## config.mk

```make
export PLATFORM = sky130hd
export DESIGN_NAME = otx_page_xlate
export DESIGN_NICKNAME = d
export VERILOG_FILES = /design/src/rtl/otx_pkg.sv /design/src/rtl/otx_xlate_table.sv /design/src/rtl/otx_xlate_core.sv /design/src/rtl/otx_out_stage.sv /design/src/rtl/otx_page_xlate.sv
export SDC_FILE = /design/constraint.sdc
export NUM_CORES = 1
export LEC_CHECK = 0
export BUFFER_PORTS_ARGS = -buffer_cell sky130_fd_sc_hd__clkbuf_2
export CAP_MARGIN = 40
export CORE_MARGIN = 10
export CORE_UTILIZATION = 60
export DETAILED_ROUTE_END_ITERATION = 8
export HOLD_SLACK_MARGIN = 0.03
export PLACE_DENSITY = 0.82
export SLEW_MARGIN = 10
export SYNTH_ARGS = -nofsm -noshare
export SYNTH_HDL_FRONTEND = slang
export SYNTH_SLANG_ARGS = --single-unit
```

## constraint.sdc

```tcl
create_clock -name clk -period 2.4 [get_ports clk]
set_input_delay 0 -clock clk [delete_from_list [all_inputs] [get_ports clk]]
set_output_delay 0 -clock clk [all_outputs]
set_load 0.05 [all_outputs]
```

## src/rtl/otx_pkg.sv

```systemverilog
package otx_pkg;

    typedef enum logic {
        ST_EMPTY = 1'b0,
        ST_FULL  = 1'b1
    } stage_st_t;

    localparam logic [1:0] ATTR_A32 = 2'b00;
    localparam logic [1:0] ATTR_A64 = 2'b01;

    typedef struct packed {
        logic [63:0] addr;
        logic [1:0]  attr;
        logic        err;
    } xlate_res_t;

endpackage

```

## src/rtl/otx_xlate_table.sv

```systemverilog
module otx_xlate_table #(
    parameter int NUM_ENTRIES = 6,
    parameter int IDX_W       = 3,
    parameter int PAGE_BITS   = 12
) (
    input  logic             clk,
    input  logic             rst_n,
    input  logic             wr_en,
    input  logic [IDX_W-1:0] wr_idx,
    input  logic             wr_hi,
    input  logic [31:0]      wr_data,
    input  logic [IDX_W-1:0] rd_idx,
    input  logic             rd_hi,
    output logic [31:0]      rd_data,
    input  logic [IDX_W-1:0] lk_idx,
    output logic [63:0]      lk_base,
    output logic [1:0]       lk_attr
);
    localparam logic [63:0] BASE_MASK = ~((64'd1 << PAGE_BITS) - 64'd1);

    logic [NUM_ENTRIES-1:0][63:0] base_all;
    logic [NUM_ENTRIES-1:0][1:0]  attr_all;

    for (genvar e = 0; e < NUM_ENTRIES; e++) begin : g_ent
        logic [63:0] base_r;
        logic [1:0]  attr_r;
        logic        hit;

        assign hit = wr_en && (wr_idx == IDX_W'(e));

        always_ff @(posedge clk or negedge rst_n) begin
            if (!rst_n) begin
                base_r <= '0;
                attr_r <= 2'b00;
            end else if (hit) begin
                if (wr_hi) begin
                    base_r[63:32] <= wr_data & BASE_MASK[63:32];
                end else begin
                    base_r[31:0] <= wr_data & BASE_MASK[31:0];
                    attr_r       <= wr_data[1:0];
                end
            end
        end

        assign base_all[e] = base_r;
        assign attr_all[e] = attr_r;

        AST_HI_WRITE_LANDS: assert property (@(posedge clk) disable iff (!rst_n)
            hit && wr_hi |=> base_r[63:32] == ($past(wr_data) & BASE_MASK[63:32]));
    end

    always_comb begin
        rd_data = '0;
        if (32'(rd_idx) < NUM_ENTRIES) begin
            rd_data = rd_hi ? base_all[rd_idx][63:32]
                            : (base_all[rd_idx][31:0] | {30'd0, attr_all[rd_idx]});
        end
    end

    always_comb begin
        lk_base = '0;
        lk_attr = 2'b00;
        if (32'(lk_idx) < NUM_ENTRIES) begin
            lk_base = base_all[lk_idx];
            lk_attr = attr_all[lk_idx];
        end
    end

endmodule

```

## src/rtl/otx_xlate_core.sv

```systemverilog
module otx_xlate_core
    import otx_pkg::*;
#(
    parameter int NUM_ENTRIES = 6,
    parameter int IDX_W       = 3,
    parameter int PAGE_BITS   = 12,
    parameter int IN_AW       = 32
) (
    input  logic [IN_AW-1:0] req_addr,
    output logic [IDX_W-1:0] lk_idx,
    input  logic [63:0]      lk_base,
    input  logic [1:0]       lk_attr,
    output xlate_res_t       res
);
    localparam int          UPW       = IN_AW - PAGE_BITS;
    localparam logic [UPW-1:0] LIMIT  = UPW'(NUM_ENTRIES);
    localparam logic [63:0] BASE_MASK = ~((64'd1 << PAGE_BITS) - 64'd1);

    logic [UPW-1:0] page_num;
    logic           in_window;
    logic [63:0]    wide_addr;

    assign page_num  = req_addr[IN_AW-1:PAGE_BITS];
    assign in_window = page_num < LIMIT;
    assign lk_idx    = page_num[IDX_W-1:0];
    assign wide_addr = 64'(req_addr);

    always_comb begin
        if (!in_window) begin
            res.addr = wide_addr;
            res.attr = ATTR_A32;
            res.err  = 1'b1;
        end else begin
            res.addr = (lk_base & BASE_MASK) | (wide_addr & ~BASE_MASK);
            if (lk_attr == ATTR_A32) begin
                res.addr[63:32] = '0;
            end
            res.attr = lk_attr;
            res.err  = lk_attr[1];
        end
    end

endmodule

```

## src/rtl/otx_out_stage.sv

```systemverilog
module otx_out_stage
    import otx_pkg::*;
(
    input  logic       clk,
    input  logic       rst_n,
    input  logic       in_valid,
    output logic       in_ready,
    input  xlate_res_t in_res,
    output logic       out_valid,
    input  logic       out_ready,
    output xlate_res_t out_res
);
    stage_st_t  state_q, state_d;
    xlate_res_t res_q;
    logic       accept;

    always_ff @(posedge clk or negedge rst_n) begin
        if (!rst_n) begin
            state_q <= ST_EMPTY;
        end else begin
            state_q <= state_d;
        end
    end

    always_comb begin
        state_d   = state_q;
        in_ready  = 1'b0;
        out_valid = 1'b0;
        unique case (state_q)
            ST_EMPTY: begin
                in_ready = 1'b1;
                if (in_valid) state_d = ST_FULL;
            end
            ST_FULL: begin
                out_valid = 1'b1;
                in_ready  = out_ready;
                if (out_ready && !in_valid) state_d = ST_EMPTY;
            end
            default: state_d = ST_EMPTY;
        endcase
    end

    assign accept = in_valid && in_ready;

    always_ff @(posedge clk or negedge rst_n) begin
        if (!rst_n) begin
            res_q <= '0;
        end else if (accept) begin
            res_q <= in_res;
        end
    end

    assign out_res = res_q;

    AST_STALL_HOLD: assert property (@(posedge clk) disable iff (!rst_n)
        out_valid && !out_ready |=> out_valid && $stable(out_res));
    AST_NO_ACCEPT_STALLED: assert property (@(posedge clk) disable iff (!rst_n)
        out_valid && !out_ready |-> !in_ready);
    AST_ACCEPT_FILLS: assert property (@(posedge clk) disable iff (!rst_n)
        in_valid && in_ready |=> out_valid);
    AST_A32_UPPER_ZERO: assert property (@(posedge clk) disable iff (!rst_n)
        out_valid && out_res.attr == ATTR_A32 |-> out_res.addr[63:32] == 32'd0);
    AST_RESV_FLAGGED: assert property (@(posedge clk) disable iff (!rst_n)
        out_valid && out_res.attr[1] |-> out_res.err);

endmodule

```

## src/rtl/otx_page_xlate.sv

```systemverilog
module otx_page_xlate
    import otx_pkg::*;
#(
    parameter int NUM_ENTRIES = 6,
    parameter int PAGE_BITS   = 12,
    parameter int IN_AW       = 32,
    parameter int IDX_W       = (NUM_ENTRIES > 1) ? $clog2(NUM_ENTRIES) : 1
) (
    input  logic             clk,
    input  logic             rst_n,
    input  logic             cfg_we,
    input  logic [IDX_W-1:0] cfg_idx,
    input  logic             cfg_hi,
    input  logic [31:0]      cfg_wdata,
    output logic [31:0]      cfg_rdata,
    input  logic             req_valid,
    output logic             req_ready,
    input  logic [IN_AW-1:0] req_addr,
    output logic             out_valid,
    input  logic             out_ready,
    output logic [63:0]      out_addr,
    output logic [1:0]       out_attr,
    output logic             out_err
);
    logic [IDX_W-1:0] lk_idx;
    logic [63:0]      lk_base;
    logic [1:0]       lk_attr;
    xlate_res_t       comb_res;
    xlate_res_t       held_res;

    otx_xlate_table #(
        .NUM_ENTRIES(NUM_ENTRIES),
        .IDX_W      (IDX_W),
        .PAGE_BITS  (PAGE_BITS)
    ) u_table (
        .clk    (clk),
        .rst_n  (rst_n),
        .wr_en  (cfg_we),
        .wr_idx (cfg_idx),
        .wr_hi  (cfg_hi),
        .wr_data(cfg_wdata),
        .rd_idx (cfg_idx),
        .rd_hi  (cfg_hi),
        .rd_data(cfg_rdata),
        .lk_idx (lk_idx),
        .lk_base(lk_base),
        .lk_attr(lk_attr)
    );

    otx_xlate_core #(
        .NUM_ENTRIES(NUM_ENTRIES),
        .IDX_W      (IDX_W),
        .PAGE_BITS  (PAGE_BITS),
        .IN_AW      (IN_AW)
    ) u_core (
        .req_addr(req_addr),
        .lk_idx  (lk_idx),
        .lk_base (lk_base),
        .lk_attr (lk_attr),
        .res     (comb_res)
    );

    otx_out_stage u_stage (
        .clk      (clk),
        .rst_n    (rst_n),
        .in_valid (req_valid),
        .in_ready (req_ready),
        .in_res   (comb_res),
        .out_valid(out_valid),
        .out_ready(out_ready),
        .out_res  (held_res)
    );

    assign out_addr = held_res.addr;
    assign out_attr = held_res.attr;
    assign out_err  = held_res.err;

endmodule

```

==> impl_metrics.csv, run 1 <==
group,metric,value,unit
cells_and_area,drive_gt1_frac,0.460,
timing,fmax,0.426,GHz
synth,yosys.cell_types.count,39,
synth,synthArstFlopShare,1.00,
pwr,vdd_drop_max,0.616,mV
cts,tritoncts,"built",
synth,syn_avg_cell_area,13.2,um2
synth,syn_inst,1534,
critical_path,slowest_delay,0.61,ns
floorplan,die_y,204,um
pwr,powerDensity,866,mW/mm2
hold_path,hp-class,"in2async",
placed_design,io_buffers,173,
floorplan,start_util,0.606,
grt,grt_pass1_vias,15800,
critical_path,cpMaxStageDelayCell,"or4_1",
cts,numCtsBuffers,43,
cts,clockBufferDepth,3,
critical_path,crit_chain,"dlygate4sd3_1 -> clkbuf_2 -> or4_1 -> a2111oi_4 -> clkbuf_16 -> o2111ai_1 -> a21oi_1 -> dlygate4sd3_1",
cts,cts.clk_slew.worst_paths,0.06,ns
floorplan,rows,67,
cts,clk_latency,0.54,ns
grt,grt_util_all_layers,0.285,
timing,setup_viol,0,
run_status,outcome,"finished clean",
detailed_routing,vias,14700,
timing,slew_headroom,0.504,
synth,ys_seq_area_frac,0.484,
critical_path,arrival,2.81,ns
floorplan,core-area,0.0334,mm2
floorplan,fp.dieArea,0.0416,mm2
timing,tightest_slew,0.744,ns
detailed_routing,first_iter_violations,1376,
detailed_routing,firstDrtPassIters,5,
synth,synth-warning-count,0,
synth,synthFlopType,"dfrtp_1",
synth,synth_seq_cells,392,
critical_path,r2r_slack,0.18,ns
detailed_routing,drc_errors,0,
floorplan,dieWidth,204,um
placed_design,dp_hpwl,36.8,mm
cells_and_area,fin_nets,1812,
synth,syn_nets,1607,
critical_path,crit_buf_inv,4,
critical_path,crit_path_frequent_cell,"dlygate4sd3_1",
detailed_routing,vias_per_cell,6.60,
critical_path,path_max_fanout,22,
critical_path,cp_top_family,"buffers and inverters",
timing,period_share,0.978,
critical_path,timing.rr.end,"u_stage.out_res[24]",
placed_design,place.gp.congestion,0.848,
critical_path,path_class,"in2reg",
floorplan,ios,174,
detailed_routing,avgRoutedWirePerCell,26.7,um
grt,antenna_found_initial,5,
critical_path,worstPathRequired,2.87,ns
cells_and_area,design_area,0.0244,mm2
pwr,p_leak,10.7,nW
timing,min_period,2.35,ns
critical_path,start_kind,"primary input",
critical_path,critPathCaptureType,"register",
cells_and_area,syn_to_final_growth,20.1,%
cts,htreeDepth,2,
detailed_routing,antenna_left,0,
placed_design,postPlaceCellArea,0.0222,mm2
cells_and_area,final_common_cell,"dfrtp_1",
cts,cts.sinks,392,
detailed_routing,routed_wl,59.4,mm
grt,grt_start_max_net_pins,83,
timing,whs,0.0865,ns
timing,fin_worst_skew,0.0182,ns
cts,cts_root_buffer,"clkbuf_16",
flow_run,maxCapViolations,0,
placed_design,dp_cells,2074,
synth,synth_edf_count,0,
critical_path,rr_startpoint,"u_stage.state_q",
grt,grt_overflow_total,0,
grt,grt_pass1_wl,93.0,mm
timing,slew_viol_final,0,
synth,netlist_area,0.0203,mm2
cells_and_area,final_cells,2222,
critical_path,rr_worst_depth,6,
cells_and_area,final_cell_mix,"dfrtp_1, mux2_2, clkbuf_2",
pwr,power,21.1,mW
timing,hold_violations,0,
-- layer usage --
layer	track usage	vias up	routed length, um
met4	0.128	0	2510
li1	-	6095	-
met2	0.496	749	30700
met3	0.0458	170	4120
met1	0.344	7646	22100
met5	0	-	0
-- state kept, by name, summed over array words and instances, names as in the netlist --
name,count
u_table.g_ent.base_r,312
u_stage.out_res,67
u_stage.state_q,1
u_table.g_ent.attr_r,12
-- area by class of cell --
class | count | area, um2
well taps | 448 | 561
fillers | 2070 | 9080
inverters | 55 | 206
clock buffers | 61 | 1260
flip-flops and latches | 392 | 9810
clock inverters | 14 | 225
diodes | 5 | 12.5
repair buffers | 311 | 2650
multi-input cells | 936 | 9650
-- Yosys cell counts, types with 4 or more instances --
cell type  instances  area, um2
a21oi_1           19       95.1
mux2i_1           78        781
nor3_1             4       20.0
o21ai_1           11       55.1
buf_1             17       63.8
o22ai_1           33        206
clkbuf_1          70        263
buf_2             54        270
o2111ai_1         18        158
buf_4              8       60.1
nand2b_1           5       31.3
mux2_1             7       78.8
nor2_1            41        154
and2_1            11       68.8
nand2_1           94        353
nand4_1           33        206
o21a_1            22        165
mux4_2           107       2410
inv_1             54        203
o221ai_1          22        193
mux2_2           381       4290
dfrtp_1          392       9810
o21ai_0           25        125
-- power breakdown --
part	internal (mW)	switching, mW
sequential	7.97	1.07
combinational	2.74	2.39
clock	4.27	2.67
-- what timing repair did --
| item | CTS | global route |
|---|---|---|
| resized for setup | 0 | 1 |
| endpoints found under the hold margin | 618 | 0 |
| hold buffers | 66 | 0 |
| setup buffers | 0 | 1 |
| setup endpoints to repair | 0 | 1 |
-- worst max-delay path by stage --
stage	from	end	slack (ns)	cells past startpoint
5_1_grt	req_addr[28]	u_stage.out_res[24]	-0.03	8
2_1_floorplan	u_stage.state_q	u_stage.out_res[16]	0.26	6
3_3_place_gp	cfg_idx[0]	cfg_rdata[22]	0.52	7
3_5_place_dp	cfg_idx[0]	u_table.g_ent[4].base_r[62]	0.47	5
4_1_cts	req_addr[29]	u_stage.out_res[24]	0.11	8
6_report	req_addr[29]	u_stage.out_res[24]	0.05	8
-- kinds of logic after synthesis --
| kind of cell | synth area share |
|---|---|
| mux | 0.373 |
| buf+inv | 0.0437 |
| flops | 0.484 |
| compound gates | 0.0542 |
| simple gates | 0.0459 |
-- through the flow --
step	setup TNS, ns	setup slack [ns]	util
CTS	0	0.108	0.727
floorplan	0	0.258	-
global route	-0.0255	-0.0255	0.729
detailed placement	0	0.470	0.663
finish	0	0.0529	0.729
global placement	0	0.523	0.663
No activity file was read; power rests on OpenSTA's default activity.
==> run 2: changes to the inputs <==
ABC_AREA = 1   (was unset)
clock period = 2.63 ns   (was 2.4 ns; I/O delays follow)
==> impl_metrics.csv, run 2 <==
group,metric,value,unit
timing,setup_viol,0,
hold_path,hp-class,"in2async",
cells_and_area,design_area,0.0234,mm2
synth,yosys.cell_types.count,27,
critical_path,slowest_delay,0.45,ns
floorplan,dieWidth,203,um
synth,syn_nets,2823,
cts,clk_latency,0.55,ns
timing,hold_violations,0,
cells_and_area,final_cells,3356,
critical_path,path_max_fanout,3,
cells_and_area,top_register,"u_table.g_ent.base_r",
detailed_routing,avgRoutedWirePerCell,20.1,um
timing,min_period,2.06,ns
synth,netlist_area,0.0200,mm2
critical_path,arrival,2.06,ns
synth,synth_edf_count,0,
floorplan,ios,174,
pwr,vdd_drop_max,0.457,mV
synth,synthFlopType,"dfrtp_1",
synth,synth-warning-count,0,
timing,setup_ws,0.572,ns
grt,grt_pass1_wl,107,mm
grt,grt_pass1_vias,19900,
pwr,powerDensity,767,mW/mm2
grt,grt_util_all_layers,0.320,
floorplan,core-area,0.0327,mm2
cts,numCtsBuffers,42,
cts,cts_setup_buffers,0,
grt,grt_start_max_net_pins,82,
synth,syn_inst,2750,
timing,fin_worst_skew,0.0163,ns
timing,fmax,0.486,GHz
synth,synth_largest_area_cell,"dfrtp_1",
placed_design,io_buffers,173,
cts,tritoncts,"built",
timing,slew_headroom,0.367,
pwr,p_leak,11.6,nW
placed_design,place_ws,0.820,ns
synth,syn_avg_cell_area,7.28,um2
timing,tns,0,ns
detailed_routing,routed_wl,67.5,mm
timing,rsz0062_at_grt,"false",
cells_and_area,drive_gt1_frac,0.112,
critical_path,critPathCaptureType,"output port",
placed_design,dp_cells,3216,
detailed_routing,firstDrtPassIters,8,
synth,synthArstFlopShare,1.00,
synth,synth.most_common_cell,"nand2_1",
cts,cts.sinks,392,
cts,cts.clk_slew.worst_paths,0.06,ns
grt,antenna_found_initial,0,
cells_and_area,fin_nets,2957,
critical_path,r2r_slack,0.85,ns
detailed_routing,antenna_left,0,
synth,synth_commonest_cells,"nand2_1, dfrtp_1, o21ai_0",
synth,synth_area_leaders,"dfrtp_1, nand2_1, o21ai_0, nand3_1, clkbuf_1",
cells_and_area,final_common_cell,"nand2_1",
timing,tightest_slew,0.949,ns
timing,whs,0.0367,ns
critical_path,crit_end,"cfg_rdata[15]",
synth,ys_seq_area_frac,0.490,
critical_path,rr_startpoint,"u_stage.state_q",
critical_path,crit_chain,"nand2_1 -> nand2_1 -> o21ai_0 -> o21ai_0 -> buf_12",
placed_design,postPlaceCellArea,0.0213,mm2
cts,cts_resized,0,
cts,clockBufferDepth,3,
floorplan,start_util,0.612,
pwr,power,18.0,mW
cells_and_area,largest_reg_flops,312,
critical_path,worstPathRequired,2.63,ns
placed_design,place.gp.congestion,0.890,
critical_path,start_kind,"register",
synth,synth_top_area_share,0.490,
floorplan,rows,66,
detailed_routing,first_iter_violations,2963,
synth,synth_seq_cells,392,
critical_path,rr_worst_depth,7,
cells_and_area,final_cell_mix,"nand2_1, dfrtp_1, o21ai_0",
cts,htreeDepth,2,
flow_run,maxCapViolations,0,
critical_path,critPathLaunch,"u_table.g_ent[3].base_r[15]",
detailed_routing,vias,20500,
timing,period_share,0.782,
cells_and_area,post-route-util,0.716,
critical_path,cpMaxStageDelayCell,"o21ai_0",
cells_and_area,syn_to_final_growth,16.9,%
detailed_routing,vias_per_cell,6.09,
critical_path,timing.rr.end,"u_stage.out_res[54]",
run_status,outcome,"finished clean",
critical_path,path_class,"reg2out",
floorplan,die_y,203,um
floorplan,fp.dieArea,0.0411,mm2
cells_and_area,antenna_cells,0,
placed_design,dp_hpwl,40.4,mm
detailed_routing,drc_errors,0,
cts,cts_root_buffer,"clkbuf_16",
timing,slew_viol_final,0,
cts,hold_buffers,66,
grt,grt_overflow_total,0,
==> run 2: changes by cell type after synthesis, moves of 22 or more <==
cell / before / now
o21a_1: 22 / 0
nand2_1: 94 / 1198
nor2_1: 41 / 65
clkbuf_1: 70 / 145
o22ai_1: 33 / 1
o21ai_0: 25 / 343
a22oi_1: 1 / 32
nand3_1: 2 / 217
mux2i_1: 78 / 0
a21oi_1: 19 / 94
inv_1: 54 / 79
o221ai_1: 22 / 0
mux2_2: 381 / 0
mux4_2: 107 / 0
==> run 2: where the power goes <==
part / internal [mW] / switching [mW]
Combinational: 1.21 / 2.38
Sequential: 7.12 / 0.871
Clock: 3.91 / 2.46
==> run 2: worst min-delay path by stage <==
stage / from / end / slack [ns] / cells past startpoint
2_1_floorplan: rst_n / u_stage.out_res[0] / -0.30 / 0
3_3_place_gp: rst_n / u_stage.out_res[3] / 0.06 / 1
3_5_place_dp: rst_n / u_stage.out_res[3] / 0.05 / 1
4_1_cts: req_addr[13] / u_stage.out_res[1] / 0.03 / 7
5_1_grt: req_addr[13] / u_stage.out_res[1] / 0.10 / 7
6_report: rst_n / u_table.g_ent[5].base_r[26] / 0.04 / 2
==> run 2: cell families (layout without fill, tap and decap cells) <==
logic type	after synthesis	count (layout)	synth area share
compound gates	541	541	0.145
buf+inv	302	466	0.0615
flops	392	392	0.490
simple gates	1515	1515	0.303
==> run 2: worst max-delay path, delay by kind of cell (launching register included) <==
family          cells  cell delay (ns)
buf+inv             1             0.23
compound gates      2             0.74
simple gates        2             0.14
flops               1             0.40
==> run 2: per-layer routing <==
layer	part of all wire	vias to the layer above	track usage
li1	-	9185	-
met1	0.38	9546	0.417
met2	0.44	1483	0.493
met3	0.14	239	0.0904
met4	0.040	0	0.134
met5	0	-	0
==> run 2: area by class of cell <==
class,count,area (um2)
clock buffer,67,1360
clock inverter,7,135
fill,2601,9300
inverter,91,344
multi-input combinational,2056,9000
sequential,392,9810
tap,442,553
timing repair buffer,301,2210
